**src/rtl/rxe_pkg.sv**
```systemverilog
// Shared types for the serial receiver: parity mode and frame state.
package rxe_pkg;
    typedef enum logic [1:0] {
        PAR_NONE = 2'd0,
        PAR_EVEN = 2'd1,
        PAR_ODD  = 2'd2
    } par_mode_e;

    typedef enum logic [2:0] {
        ST_IDLE,
        ST_START,
        ST_DATA,
        ST_PAR,
        ST_STOP
    } rx_state_e;

    localparam int OSR = 16;
endpackage

```
**src/rtl/rxe_sync.sv**
```systemverilog
// Multi-flop synchronizer for an asynchronous input.
// Assumes the input idles high, so the flops reset to 1.
module rxe_sync #(
    parameter int STAGES = 2
) (
    input  logic clk,
    input  logic rst_n,
    input  logic d,
    output logic q
);
    logic [STAGES-1:0] pipe;

    // Shift the async input through the flop chain.
    always_ff @(posedge clk) begin
        if (!rst_n) pipe <= '1;
        else        pipe <= {pipe[STAGES-2:0], d};
    end

    assign q = pipe[STAGES-1];
endmodule

```
**src/rtl/rxe_framer.sv**
```systemverilog
// Frame state machine. It confirms the start bit at mid-bit, then
// samples the data bits (first bit received lands in bit 0), the
// optional parity bit and the stop bit, each at mid-bit.
// Assumes rx is already synchronized and tick is a one-cycle enable
// at OSR times the bit rate. done pulses one cycle after the stop
// bit sample, with data, par_bit and stop_bit valid in that cycle.
module rxe_framer #(
    parameter int DATA_BITS = 8,
    parameter bit PAR_EN    = 1'b1,
    parameter int OSR       = rxe_pkg::OSR
) (
    input  logic                 clk,
    input  logic                 rst_n,
    input  logic                 tick,
    input  logic                 rx,
    output logic                 done,
    output logic [DATA_BITS-1:0] data,
    output logic                 par_bit,
    output logic                 stop_bit
);
    import rxe_pkg::*;

    localparam int CW   = $clog2(OSR);
    localparam int IW   = $clog2(DATA_BITS);
    localparam int HALF = OSR / 2;

    rx_state_e           state;
    logic [CW-1:0]       os_cnt;
    logic [IW-1:0]       bit_idx;
    logic                at_bit_mid;

    assign at_bit_mid = (os_cnt == CW'(OSR - 1));

    // Advance the frame on each oversample tick and capture the bits.
    always_ff @(posedge clk) begin
        if (!rst_n) begin
            state    <= ST_IDLE;
            os_cnt   <= '0;
            bit_idx  <= '0;
            data     <= '0;
            par_bit  <= 1'b0;
            stop_bit <= 1'b1;
            done     <= 1'b0;
        end else begin
            done <= 1'b0;
            if (tick) begin
                case (state)
                    ST_IDLE: begin
                        if (!rx) begin
                            state  <= ST_START;
                            os_cnt <= '0;
                        end
                    end
                    ST_START: begin
                        if (os_cnt == CW'(HALF - 1)) begin
                            os_cnt  <= '0;
                            bit_idx <= '0;
                            state   <= rx ? ST_IDLE : ST_DATA;
                        end else begin
                            os_cnt <= os_cnt + CW'(1);
                        end
                    end
                    ST_DATA: begin
                        if (at_bit_mid) begin
                            os_cnt <= '0;
                            data   <= {rx, data[DATA_BITS-1:1]};
                            if (bit_idx == IW'(DATA_BITS - 1))
                                state <= PAR_EN ? ST_PAR : ST_STOP;
                            else
                                bit_idx <= bit_idx + IW'(1);
                        end else begin
                            os_cnt <= os_cnt + CW'(1);
                        end
                    end
                    ST_PAR: begin
                        if (at_bit_mid) begin
                            os_cnt  <= '0;
                            par_bit <= rx;
                            state   <= ST_STOP;
                        end else begin
                            os_cnt <= os_cnt + CW'(1);
                        end
                    end
                    ST_STOP: begin
                        if (at_bit_mid) begin
                            os_cnt   <= '0;
                            stop_bit <= rx;
                            done     <= 1'b1;
                            state    <= ST_IDLE;
                        end else begin
                            os_cnt <= os_cnt + CW'(1);
                        end
                    end
                    default: state <= ST_IDLE;
                endcase
            end
        end
    end
endmodule

```
**src/rtl/rxe_judge.sv**
```systemverilog
// Judges a completed frame. It checks parity and the stop bit, looks
// at the queue's full flag, and drives the push and error pulses one
// cycle after done. A bad stop bit takes priority over overrun.
module rxe_judge #(
    parameter int                 DATA_BITS = 8,
    parameter rxe_pkg::par_mode_e PARITY    = rxe_pkg::PAR_EVEN
) (
    input  logic                 clk,
    input  logic                 rst_n,
    input  logic                 done,
    input  logic [DATA_BITS-1:0] data,
    input  logic                 par_bit,
    input  logic                 stop_bit,
    input  logic                 fifo_full,
    output logic                 push_valid,
    output logic [DATA_BITS-1:0] push_data,
    output logic                 err_parity,
    output logic                 err_frame,
    output logic                 err_overrun
);
    import rxe_pkg::*;

    logic par_bad;
    logic frame_bad;

    // Compare the received parity bit with the one the mode requires.
    always_comb begin
        case (PARITY)
            PAR_EVEN: par_bad = (^data) ^ par_bit;
            PAR_ODD:  par_bad = ~((^data) ^ par_bit);
            default:  par_bad = 1'b0;
        endcase
        frame_bad = ~stop_bit;
    end

    // Register the outcome of each completed frame as one-cycle pulses.
    always_ff @(posedge clk) begin
        if (!rst_n) begin
            push_valid  <= 1'b0;
            push_data   <= '0;
            err_parity  <= 1'b0;
            err_frame   <= 1'b0;
            err_overrun <= 1'b0;
        end else begin
            push_valid  <= done & ~frame_bad & ~fifo_full;
            err_parity  <= done & par_bad;
            err_frame   <= done & frame_bad;
            err_overrun <= done & ~frame_bad & fifo_full;
            if (done) push_data <= data;
        end
    end
endmodule

```
**src/rtl/rxe_uart_rx.sv**
```systemverilog
// Top of the serial receiver: synchronizer, frame state machine and
// outcome judge. The caller supplies a 16x baud tick and a receive
// queue with a push/full handshake.
module rxe_uart_rx #(
    parameter int                 DATA_BITS = 8,
    parameter rxe_pkg::par_mode_e PARITY    = rxe_pkg::PAR_EVEN
) (
    input  logic                 clk,
    input  logic                 rst_n,
    input  logic                 baud_tick,
    input  logic                 rx_line,
    input  logic                 fifo_full,
    output logic                 push_valid,
    output logic [DATA_BITS-1:0] push_data,
    output logic                 err_parity,
    output logic                 err_frame,
    output logic                 err_overrun
);
    localparam bit PAR_EN = (PARITY != rxe_pkg::PAR_NONE);

    logic                 rx_s;
    logic                 fr_done;
    logic [DATA_BITS-1:0] fr_data;
    logic                 fr_par;
    logic                 fr_stop;

    rxe_sync #(.STAGES(2)) u_sync (
        .clk   (clk),
        .rst_n (rst_n),
        .d     (rx_line),
        .q     (rx_s)
    );

    rxe_framer #(.DATA_BITS(DATA_BITS), .PAR_EN(PAR_EN), .OSR(rxe_pkg::OSR)) u_framer (
        .clk      (clk),
        .rst_n    (rst_n),
        .tick     (baud_tick),
        .rx       (rx_s),
        .done     (fr_done),
        .data     (fr_data),
        .par_bit  (fr_par),
        .stop_bit (fr_stop)
    );

    rxe_judge #(.DATA_BITS(DATA_BITS), .PARITY(PARITY)) u_judge (
        .clk         (clk),
        .rst_n       (rst_n),
        .done        (fr_done),
        .data        (fr_data),
        .par_bit     (fr_par),
        .stop_bit    (fr_stop),
        .fifo_full   (fifo_full),
        .push_valid  (push_valid),
        .push_data   (push_data),
        .err_parity  (err_parity),
        .err_frame   (err_frame),
        .err_overrun (err_overrun)
    );
endmodule

```
**config.mk**
```make
export PLATFORM = sky130hd
export DESIGN_NAME = rxe_uart_rx
export DESIGN_NICKNAME = d
export VERILOG_FILES = /design/src/rtl/rxe_pkg.sv /design/src/rtl/rxe_sync.sv /design/src/rtl/rxe_framer.sv /design/src/rtl/rxe_judge.sv /design/src/rtl/rxe_uart_rx.sv
export SDC_FILE = /design/constraint.sdc
export NUM_CORES = 1
export LEC_CHECK = 0
export ABC_AREA = 1
export CORE_AREA = 2 2 45 78
export CTS_BUF_LIST = sky130_fd_sc_hd__clkbuf_16
export CTS_CLUSTER_SIZE = 20
export DETAILED_ROUTE_END_ITERATION = 8
export DIE_AREA = 0 0 47 80
export HOLD_SLACK_MARGIN = 0.1
export PLACE_DENSITY = 0.74
export RECOVER_POWER = 50
export SLEW_MARGIN = 20
export SYNTH_ARGS = -nofsm -noshare
export SYNTH_HDL_FRONTEND = slang
export SYNTH_SLANG_ARGS = --single-unit
```
**constraint.sdc**
```tcl
create_clock -name clk -period 1.73 [get_ports clk]
set_input_delay 0.2595 -clock clk [delete_from_list [all_inputs] [get_ports clk]]
set_output_delay 0.2595 -clock clk [all_outputs]
set_load 0.005 [all_outputs]
```
-- After elaboration in Yosys (flattened, before gate mapping)
Index checks and enable logic that the tools add are counted.
- register bits after elaboration: 35
- bits of input ports: 5
- output and inout port bits: 12
- eq/ne operators: 14
- reductions and logical operators: 12
- $add $sub $neg: 2
- bitwise operators: 8
- muxes and demuxes: 17
- operators with widths (cell ; count):
    3-bit 2-to-1 mux ; 9
    3-bit case mux with 5 select lines ; 1
    3-bit AND reduction ; 5
    4-bit 2-to-1 mux ; 3
    4-bit case mux with 3 select lines ; 1
    2-bit by 1-bit != test with 1-bit output, second input constant ; 5
    8-bit parity ; 1
    7-bit AND reduction ; 1
    3-bit by 2-bit == test with 1-bit output, second input constant ; 2
    3-bit == test, second input constant ; 2
    3-bit case mux with 2 select lines ; 1
    1-bit AND ; 5
    5-bit AND reduction ; 1
    4-bit by 1-bit adder with 4-bit output, second input constant ; 1
    4-bit by 3-bit == test with 1-bit output, second input constant ; 1
    4-bit == test, second input constant ; 1
    2-bit != test, second input constant ; 2
    3-bit by 1-bit adder with 3-bit output, second input constant ; 1
    3-bit by 1-bit == test with 1-bit output, second input constant ; 1
    3-bit logical NOT ; 1
    3-bit nonzero test ; 1
    3-bit OR reduction ; 1
    2-bit 2-to-1 mux ; 1
    1-bit NOT ; 2
    3 further kinds ; 3

-- Depth between registers and ports, before layout
Gate-level depths: netlist of the first run.
- depth after elaboration: 4
- mapped depth: 11

-- By module
Synthesis of the first run repeated with hierarchy kept, for this count alone.
- cell total of the unflattened synthesis: 244
- area, all modules: 1687.9 µm²
- modules (own cells, without submodules) (module ; times used ; area each (µm²) ; cells an instance):
    rxe_framer ; 1 ; 1104.8 ; 164
    rxe_judge ; 1 ; 528.0 ; 74
    rxe_sync ; 1 ; 55.1 ; 6

-- Worst setup path after synthesis of the first run
OpenSTA, ideal clock, no wires.
- path kind: register to register
- from: register u_framer.os_cnt[0]
- to: register u_framer.data[5]
- cell stages (with the launch flop): 8
- path slack: 0.380 ns
- data arrival time: 1.230 ns
- clock period less this slack: 1.350 ns
- cell sequence: dfxtp_1 > ha_1 > nand3_2 > nor2_2 > nand2_2 > buf_6 > o21ai_0 > a21oi_1
- word-level cells in the longest chain between the ends: 2
- ends and longest elaborated chain (element ; line ; text):
    start: declaration ; rxe_framer.sv:28 ; logic [CW-1:0] os_cnt;
    start signal: assignment ; rxe_framer.sv:60 ; os_cnt <= os_cnt + CW'(1);
    start signal: assignment ; rxe_framer.sv:72 ; os_cnt <= os_cnt + CW'(1);
    start signal: assignment ; rxe_framer.sv:81 ; os_cnt <= os_cnt + CW'(1);
    4-bit == test ; rxe_framer.sv:32 ; assign at_bit_mid = (os_cnt == CW'(OSR - 1));
    3-bit AND reduction (no line) ; -- ;
    end signal: assignment ; rxe_framer.sv:66 ; data <= {rx, data[DATA_BITS-1:1]};
    end: declaration ; rxe_framer.sv:17 ; output logic [DATA_BITS-1:0] data,
No other way between the ends.
A chain may end at the register's enable or synchronous reset.

-- Final worst setup path of the first run
- from: register u_framer.os_cnt[1]
- to: register u_framer.data[3]
Same word-level chain as after synthesis.

==> impl_results.md, run 1 <==
- Seq/Total Area, Yosys: between 40% and 50%
- Min cycle time layout: 1.558 ns
- Least-Margin Pin Slew: roughly 0.49 ns
- TritonCTS Buffers: 5
- Crit. End Element: flop
- Clk pwr share: 32.0%
- Largest cells by area after synthesis: dfxtp_1 (43%), nand2_1 (16%), nor2_1 (6.9%)
- # DRC: 0
- Root Driver: clkbuf_16
- CTS tree: done
- Critical path launch point type: flop
- RR Startpoint: u_framer.os_cnt[1]
- Mux share of post-synthesis cell area: 0%
- Worst-path cell with the longest stage delay: dfxtp_1
- P_sw: just over 900 uW
- Synth Area in Adders: 2.290%
- Post-synth top area cell: dfxtp_1
- Fmax achieved: 641.7 MHz
- IO Pins: 17
- GR Overflow Total: 0
- Worst Skew: 0.004666 ns
- Initial DRC count: 28
- Delay-heaviest family, CP: simple AND/OR/NAND/NOR gates
- Setup TNS Final: 0 ns
- Seq pwr share: between 30% and 40%
- Final Wtd Congestion: 0.9015
- Xor/xnor share of the synthesized area: 0%
- Ant diodes: 0
- Critical-path maximum fanout: 16
- Vias: 1459
- Postcts setup bufs: 0
- Top cell type's share of synthesized area: 42.75%
- Final setup viols: 0
- Worst R2R Path Depth: 6
- Syn Inst Count: 237
- Number of global-route vias before repair: 1352
- Flops & latches, synth: 35
- CP Cell Sequence: ha_1 -> nand3_2 -> nor2_2 -> nand2_2 -> o21ai_0 -> a21oi_1
- Int Power: 1666 uW
- Power density over cell area: 1319 mW/mm^2
- Synth warn: 0
- DIE AREA: 0.003760 sq mm
- LEAKAGE: roughly 0.00090 uW
- Crit path DAT: 1.72 ns
- Yosys cell types: 24
- Max Cap Viol: 0
- Vias/cell: 4.880
- Buffers plus inverters on the worst setup path: 0
- Core Util, Final: 63.08%
- Final instance area: approximately 0.002 sq mm
- Complex-gate fraction of the synthesized area: 13.82%
- Syn avg cell area: 6.916 sq um
- Starting Density: 52.74%
- Unrepaired setup endpoints after global routing: no
- GRT Total Usage: roughly a fifth
- Post-Synth Simple-Gate Area: between 30% and 40%
- Slew Viols, Final: 0
- Layout cells sized above 1: 8.594%
- # rows: 27
- Post-DP HPWL: 2363 um
- Detailed Route WL: 3191 um
- Status: completed
- Drt pass-1 iters: 4
- Worst-Skew Late Latency: 0.28 ns
- Placed insts: 292
- Worst Setup SP: u_framer.os_cnt[1]
- Hold Path End: u_sync.pipe[1]
- IO Port Bufs: 16
- Pwr Total: 2586 uW
- VDD IR max: 0.9969 mV
- Fin. Hold Viols: 0
- Worst endpoint required time: 1.89 ns
- Switching fraction of total power: 35.57%
- Hold path depth: 1
- Clk sink count: 35
- Hold buffer count at CTS: 0
- Slowest stage delay, CP: 0.36 ns
- R2R Setup Slk: 0.17 ns
- HP Class: reg -> reg
- Clock Path Buffers: 2
- Clock slew at reported path FFs: 0.05 ns
- Period utilization: 90.07%
- Post-CTS Resized: 0
- CTS H-Tree Depth: 2
- Post-Syn Area: approximately 0.0016 sq mm
- Initial antenna violation count: 0
- Comb pwr share: 30.3%
- Die Span Y: roughly 80 um
- Mapped Nets: 245
- Antenna viol nets, final: 0
- Post-Layout Cell Count: 299
- Crit Path Category: reg -> reg
- Slew headroom: 67.25%
- Capture point of the worst reg-to-reg path: u_framer.data[3]
- Final #Nets: 264
- Post-Place Cell Area: about 0.0018 sq mm
- Largest family of logic cells by synthesized area: simple AND/OR/NAND/NOR gates
- Largest net degree at the start of global routing: 18
- Hold path startpoint: u_sync.pipe[0]
- Chip Width: 47 um
- Area grow syn2layout: 19.62%
- Core Area: 0.003108 sq mm
- Avg WL per Cell: 10.67 um
- First-pass GRT wire length: 5678 um
Yosys cell counts (all sizes together):
master	instances
a21oi	22
ha	3
nor2	33
nand2	74
buf	4
a31oi	1
clkbuf	3
dfxtp	35
o22ai	1
or2	2
nand3	13
nand4	1
inv	25
o21ai	20
cell type report:
cell class                 count  area, sq um
fill                         326         1147
multi-input combinational    170        798.3
sequential                    35        700.7
timing repair buffer          19        180.2
clock buffer                   5        125.1
inverter                      25        93.84
tap                           43        53.80
clock inverter                 2        8.758
cell families after synthesis:
kind of cell / Yosys count
and+or+nand+nor: 123
AOI/OAI and AO/OA: 44
DFF: 35
buffers and inverters: 32
adders and majority gates: 3
layout by cell type, fill, tap and decap left out, types with 2 or more instances in the layout:
master and n:
a21oi_1 21, buf_4 2, clkbuf_16 5, clkdlybuf4s50_1 6
dfxtp_1 35, dlygate4sd3_1 10, ha_1 3, inv_1 23
inv_2 2, nand2_1 71, nand2_2 2, nand3_1 11
nand3_2 2, nor2_1 30, o21ai_0 20, or2_2 2
state kept, by name (all words and copies together), names as in the netlist:
signal and count:
u_framer.data 8, u_framer.os_cnt 4, u_judge.push_data 8, u_framer.done 1
u_sync.pipe 2, u_judge.err_parity 1, u_judge.err_overrun 1, u_judge.push_valid 1
u_framer.par_bit 1, u_framer.stop_bit 1, u_framer.state 3, u_judge.err_frame 1
u_framer.bit_idx 3
power groups by stage:
stage | Sequential (uW) | Combinational [uW] | Clock (uW)
final | 975 | 784 | 828
after global routing | 986 | 894 | 876
after CTS | 973 | 788 | 847
after detailed placement | 988 | 786 | 0
after global placement | 990 | 778 | 0
after floorplan | 937 | 712 | 0
how the worst max path moves through the flow:
stage,slack (ns),cells past startpoint,to
floorplan,0.38,7,u_framer.data[5]
global placement,0.16,6,u_framer.data[0]
global route,0.03,6,u_framer.data[3]
finish,0.17,6,u_framer.data[3]
CTS,0.17,6,u_framer.data[3]
detailed placement,0.1,6,u_framer.data[3]
through the flow:
stage	hold slack (ns)	worst slack, ns
after global placement	0.4023	0.1642
after CTS	0.4146	0.1704
after detailed placement	0.4010	0.09811
after global routing	0.4577	0.02718
final	0.4108	0.1717
after floorplan	0.3310	0.3801
layer usage:
metal / vias to the layer above / GRT usage, % / wire length [um]
met2: 20 / 36.99 / 1751
met4: 0 / 9.722 / 75
met1: 647 / 21.83 / 1289
met5: - / 0 / 0
li1: 787 / - / -
met3: 5 / 4.751 / 74
worst reg2reg max path, stage by stage (launching register included):
cell and delay [ns]:
dfxtp_1 0.36, ha_1 0.25, nand3_2 0.16, nor2_2 0.19
nand2_2 0.19, o21ai_0 0.24, a21oi_1 0.05
No activity file was read; power rests on OpenSTA's default activity.
==> inputs of run 2 (changes only) <==
Settings changed: CAP_MARGIN set to 10, CORE_AREA 2 2 45 78 to 2 2 56 63, DIE_AREA 0 0 47 80 to 0 0 58 65.
==> run 2 against run 1 <==
Die area up 0.27%. Largest power group unchanged. Worst hold slack better by 0.0011 ns. Cell count down 2.7%. Setup slack better by 0.040 ns. Highest routed layer unchanged. Clock skew up 0.0018 ns.
==> impl_results.md, run 2 (same netlist as run 1, synthesis figures left out) <==
- RR Startpoint: u_framer.state[0]
- HP Class: reg -> reg
- Post-Place Cell Area: 0.001818 sq mm
- # DRC: 0
- Top layer in use: met4
- VDD IR max: 1.270 mV
- Critical path launch point type: flop
- Least-Margin Pin Slew: ~0.53 ns
- Worst-Skew Late Latency: ~0.28 ns
- DIE AREA: 0.003770 sq mm
- Worst Skew: roughly 0.0064 ns
- CTS H-Tree Depth: 2
- Power density over cell area: 1327 mW/mm^2
- Top flop regs: u_framer.data: 8 flops, u_judge.push_data: 8 flops, u_framer.os_cnt: 4 flops
- Max Cap Viol: 0
- CTS tree: done
- Ant diodes: 0
- Number of global-route vias before repair: about 1400
- Slew headroom: 64.64%
- Root Driver: clkbuf_16
- Core Area: 0.003193 sq mm
- Initial DRC count: 29
- Final Wtd Congestion: 0.8692
- Starting Density: 51.33%
- Detailed Route WL: 3157 um
- Worst endpoint required time: roughly 1.9 ns
- Commonest non-fill, non-tap cells in the layout: nand2_1 (71), dfxtp_1 (35), nor2_1 (30)
- TritonCTS Buffers: 5
- Fillcell total: about 310
- Vias/cell: 5.048
- Drt pass-1 iters: 4
- Area grow syn2layout: 18.86%
- Met1 wire length: 1417 um
- Hold buffer count at CTS: 0
- Hold path startpoint: u_sync.pipe[0]
- Postcts setup bufs: 0
- Fmax achieved: approximately 660 MHz
- IO Pins: 17
- Antenna viol nets, final: 0
- # rows: 22
- Period utilization: around 88%
- Worst Setup SP: u_framer.state[0]
- Hold WS: approximately 0.4 ns
- GR Overflow Total: 0
- Final instance area: 0.001948 sq mm
- Final #Nets: roughly 260
- Most common library cell in the layout ignoring fill and taps: nand2_1
- Slew Viols, Final: 0
- Final setup viols: 0
- Post-DP HPWL: 2233 um
- Fin. Hold Viols: 0
- Unrepaired setup endpoints after global routing: no
- Crit path DAT: 1.73 ns
- Initial antenna violation count: 0
- Clock slew at reported path FFs: 0.06 ns
- Layout cells sized above 1: 7.843%
- Met2 WL: 1605 um
- Vias: 1469
- Largest net degree at the start of global routing: 26
- Post-CTS Resized: 0
- Crit Path Category: reg -> reg
- Setup TNS Final: 0 ns
- Min cycle time layout: between 1.5 and 2 ns
- Clock Path Buffers: 2
- Status: completed
- Avg WL per Cell: roughly 11 um
- Core Util, Final: 61.01%
- Die Span Y: 65 um
- Crit. End Element: flop
- Chip Width: 58 um
- Critical-path maximum fanout: 9
- Met3 wire length: 80 um
- GRT Total Usage: 19.79%
- LEAKAGE: 0.0008994 uW
- First-pass GRT wire length: 5747 um
- Clk sink count: 35
- IO Port Bufs: 16
## run 2: routing by layer
metal,up-vias,GRT usage (%)
li1,783,-
met1,664,22.79
met2,15,33.81
met3,7,5.788
met4,0,8.140
met5,-,0
## run 2: path summary, 6_finish.rpt
path                                      endpoint  slack [ns]  cells after the start
worst max-delay path            u_framer.os_cnt[3]        0.21                      8
worst max register to register  u_framer.os_cnt[3]        0.21                      8
worst min-delay path                u_sync.pipe[1]        0.41                      1
worst min register to register      u_sync.pipe[1]        0.41                      1
## run 2: per-stage QoR
| stage | power, uW | cells | worst slack [ns] |
|---|---|---|---|
| after floorplan | 1648 | 237 | 0.3801 |
| after global routing | 2782 | 291 | 0.02843 |
| after CTS | 2602 | 291 | 0.1890 |
| final | 2584 | 291 | 0.2118 |
| after global placement | 1736 | 283 | 0.1689 |
| after detailed placement | 1754 | 283 | 0.1134 |
## run 2: power by group
part | internal, uW | switching (uW)
clock | 522 | 321
sequential | 875 | 112
combinational | 258 | 496
total | 1660 | 929
## run 2: final cells by class
class / count / area (sq um) / share of cell area [%]
Clock buffer: 5 / 125.1 / 6.423
Clock inverter: 3 / 15.01 / 0.7707
Inverter: 25 / 93.84 / 4.817
Multi-Input combinational cell: 170 / 803.3 / 41.23
Sequential cell: 35 / 700.7 / 35.97
Tap cell: 36 / 45.04 / 2.312
Timing Repair Buffer: 17 / 165.2 / 8.478
## run 2: critical path: stages, from the launching register on
cell and delay [ns]:
dfxtp_1 0.56, nor2_1 0.15, nand3_1 0.13, nand3_2 0.15
nor2_1 0.14, nand2_1 0.06, nand2_1 0.06, nand2_1 0.07
nor2_1 0.14
==> inputs of run 3 (changes only) <==
Settings changed: CORE_AREA 2 2 56 63 to 2 2 54 61, DIE_AREA 0 0 58 65 to 0 0 56 63, GPL_ROUTABILITY_DRIVEN set to 0, PLACE_DENSITY 0.74 to 0.79.
Clock period 1.73 ns to 1.8 ns, I/O delays scaled along.
==> run 3 against run 2 <==
Global-route usage increased by 0.63 points. Combinational power decreased by 5.0%. Critical path depth decreased by 2. Count of clock-buffer cells in the layout unchanged. Worst hold slack improved by 0.021 ns. Critical path type unchanged. Critical endpoint is now u_framer.data[7]. Largest cell class unchanged.
==> impl_results.md, run 3 (same netlist as run 1, synthesis figures left out) <==
- Setup TNS Final: 0 ns
- VDD IR max: 1.140 mV
- Period utilization: slightly below 90%
- Initial antenna violation count: 0
- Buffers plus inverters on the worst setup path: 0
- DIE AREA: 0.003528 sq mm
- Top flop regs: u_framer.data: 8 flops, u_judge.push_data: 8 flops, u_framer.os_cnt: 4 flops
- Clk pwr share: between 30% and 40%
- CP Cell Sequence: ha_1 -> nand3_2 -> nor2_2 -> nand2_2 -> o21ai_0 -> a21oi_1
- Commonest non-fill, non-tap cells in the layout: nand2_1 (71), dfxtp_1 (35), nor2_1 (30)
- Die Span Y: approximately 63 um
- Largest net degree at the start of global routing: 18
- First-pass GRT wire length: 5609 um
- Fmax achieved: about 640 MHz
- Crit path DAT: 1.71 ns
- Chip Width: ~56 um
- R2R Setup Slk: 0.24 ns
- Vias/cell: 5.041
- Detailed Route WL: 3140 um
- Worst-path cell with the longest stage delay: dfxtp_1
- Worst-Skew Late Latency: 0.28 ns
- # rows: 21
- Switching fraction of total power: between 30% and 40%
- Max Cap Viol: 0
- Avg WL per Cell: about 11 um
- Post-DP HPWL: approximately 2300 um
- Worst R2R Path Depth: 6
- Seq pwr share: 38.6%
- Int Power: approximately 1600 uW
- Delay-heaviest family, CP: simple AND/OR/NAND/NOR gates
- Worst endpoint required time: 1.96 ns
- Unrepaired setup endpoints after global routing: no
- P_sw: 872.9 uW
- Final setup viols: 0
- TritonCTS Buffers: 5
- Power density over cell area: approximately 1300 mW/mm^2
- Hold path depth: 1
- Comb pwr share: 29.1%
- RR Startpoint: u_framer.os_cnt[1]
- Worst Skew: 0.003072 ns
- Clock Path Buffers: 2
- CTS tree: done
- Layout cells sized above 1: 7.422%
- CTS H-Tree Depth: 2
- Ant diodes: 0
- Post-CTS Resized: 0
- GR Overflow Total: 0
- Clk sink count: 35
- GRT Total Usage: 20.42%
- # DRC: 0
- Crit Path Category: reg -> reg
- Core Util, Final: ~66%
- HP Class: reg -> reg
- Number of global-route vias before repair: 1327
- Core Area: 0.002943 sq mm
- Slowest stage delay, CP: 0.36 ns
- Starting Density: 55.70%
- Crit. End Element: flop
- Clock slew at reported path FFs: about 0.050 ns
- Critical path launch point type: flop
- Slew Viols, Final: 0
- Initial DRC count: 45
- IO Port Bufs: 16
- Least-Margin Pin Slew: 0.5939 ns
- Hold buffer count at CTS: 0
- Hold Path End: u_sync.pipe[1]
- Capture point of the worst reg-to-reg path: u_framer.data[7]
- Drt pass-1 iters: 4
- Final #Nets: approximately 260
- Slew headroom: 60.40%
- LEAKAGE: 0.0008907 uW
- Antenna viol nets, final: 0
- Critical-path maximum fanout: 16
- Status: completed
- Area grow syn2layout: 18.40%
- Root Driver: clkbuf_16
- IO Pins: 17
- Hold path startpoint: u_sync.pipe[0]
- Postcts setup bufs: 0
- Vias: 1462
- Fin. Hold Viols: 0
- Min cycle time layout: 1.557 ns
- Most common library cell in the layout ignoring fill and taps: nand2_1
==> run 3: changes by cell type in the layout (fill, tap and decap cells not counted), sizes merged <==
cell | before | now
clkbuf | 6 | 7
clkdlybuf4s50 | 6 | 7
clkinv | 2 | 1
clkinvlp | 1 | 0
dlygate4sd3 | 10 | 9
inv | 25 | 27
==> run 3: worst max-delay path by stage <==
stage	startpoint	end	slack (ns)	cells after the start
floorplan	u_framer.os_cnt[0]	u_framer.data[5]	0.45	7
global placement	baud_tick	u_framer.data[6]	0.22	6
detailed placement	baud_tick	u_framer.data[6]	0.14	6
CTS	u_framer.os_cnt[1]	u_framer.data[7]	0.23	6
global route	u_framer.os_cnt[1]	u_framer.data[6]	0.05	6
finish	u_framer.os_cnt[1]	u_framer.data[7]	0.24	6
==> run 3: routing by layer <==
layer | vias up | routed length [um] | track usage, %
met4 | 0 | 78 | 10.71
met2 | 30 | 1521 | 32.50
met3 | 8 | 114 | 5.797
met1 | 635 | 1425 | 24.84
met5 | - | 0 | 0
li1 | 789 | - | -
==> run 3: worst reg2reg max path: cells and delay by family, from the launching register on <==
| kind | cells | cell delay [ns] |
|---|---|---|
| flip-flops | 1 | 0.36 |
| AO/OA/AOI/OAI | 2 | 0.29 |
| adder cells (fa/ha/maj) | 1 | 0.25 |
| AND/OR/NAND/NOR | 3 | 0.55 |
==> run 3: area by class of cell <==
cell class                      instances  area (sq um)
Multi-Input combinational cell        170         798.3
Inverter                               25         93.84
Fill cell                             266          1002
Tap cell                               34         42.54
Clock buffer                            5         125.1
Timing Repair Buffer                   18         167.7
Clock inverter                          3         12.51
Sequential cell                        35         700.7
==> run 3: power by group through the flow <==
| stage | registers (uW) | logic, uW | clock network (uW) |
|---|---|---|---|
| 2_1_floorplan | 900 | 684 | 0 |
| 3_3_place_gp | 964 | 701 | 0 |
| 3_5_place_dp | 965 | 715 | 0 |
| 4_1_cts | 950 | 724 | 807 |
| 5_1_grt | 967 | 836 | 842 |
| 6_report | 951 | 716 | 795 |
==> run 3: stage by stage <==
| step | cells | power, uW | hold WS, ns | cell area [sq um] | setup slack, ns |
|---|---|---|---|---|---|
| floorplan | 237 | 1584 | 0.3415 | 1639 | 0.4501 |
| global placement | 282 | 1665 | 0.3941 | 1810 | 0.2197 |
| detailed placement | 282 | 1680 | 0.4226 | 1810 | 0.1426 |
| CTS | 290 | 2481 | 0.4343 | 1948 | 0.2282 |
| global route | 290 | 2644 | 0.4446 | 1941 | 0.05287 |
| finish | 290 | 2461 | 0.4333 | 1941 | 0.2432 |
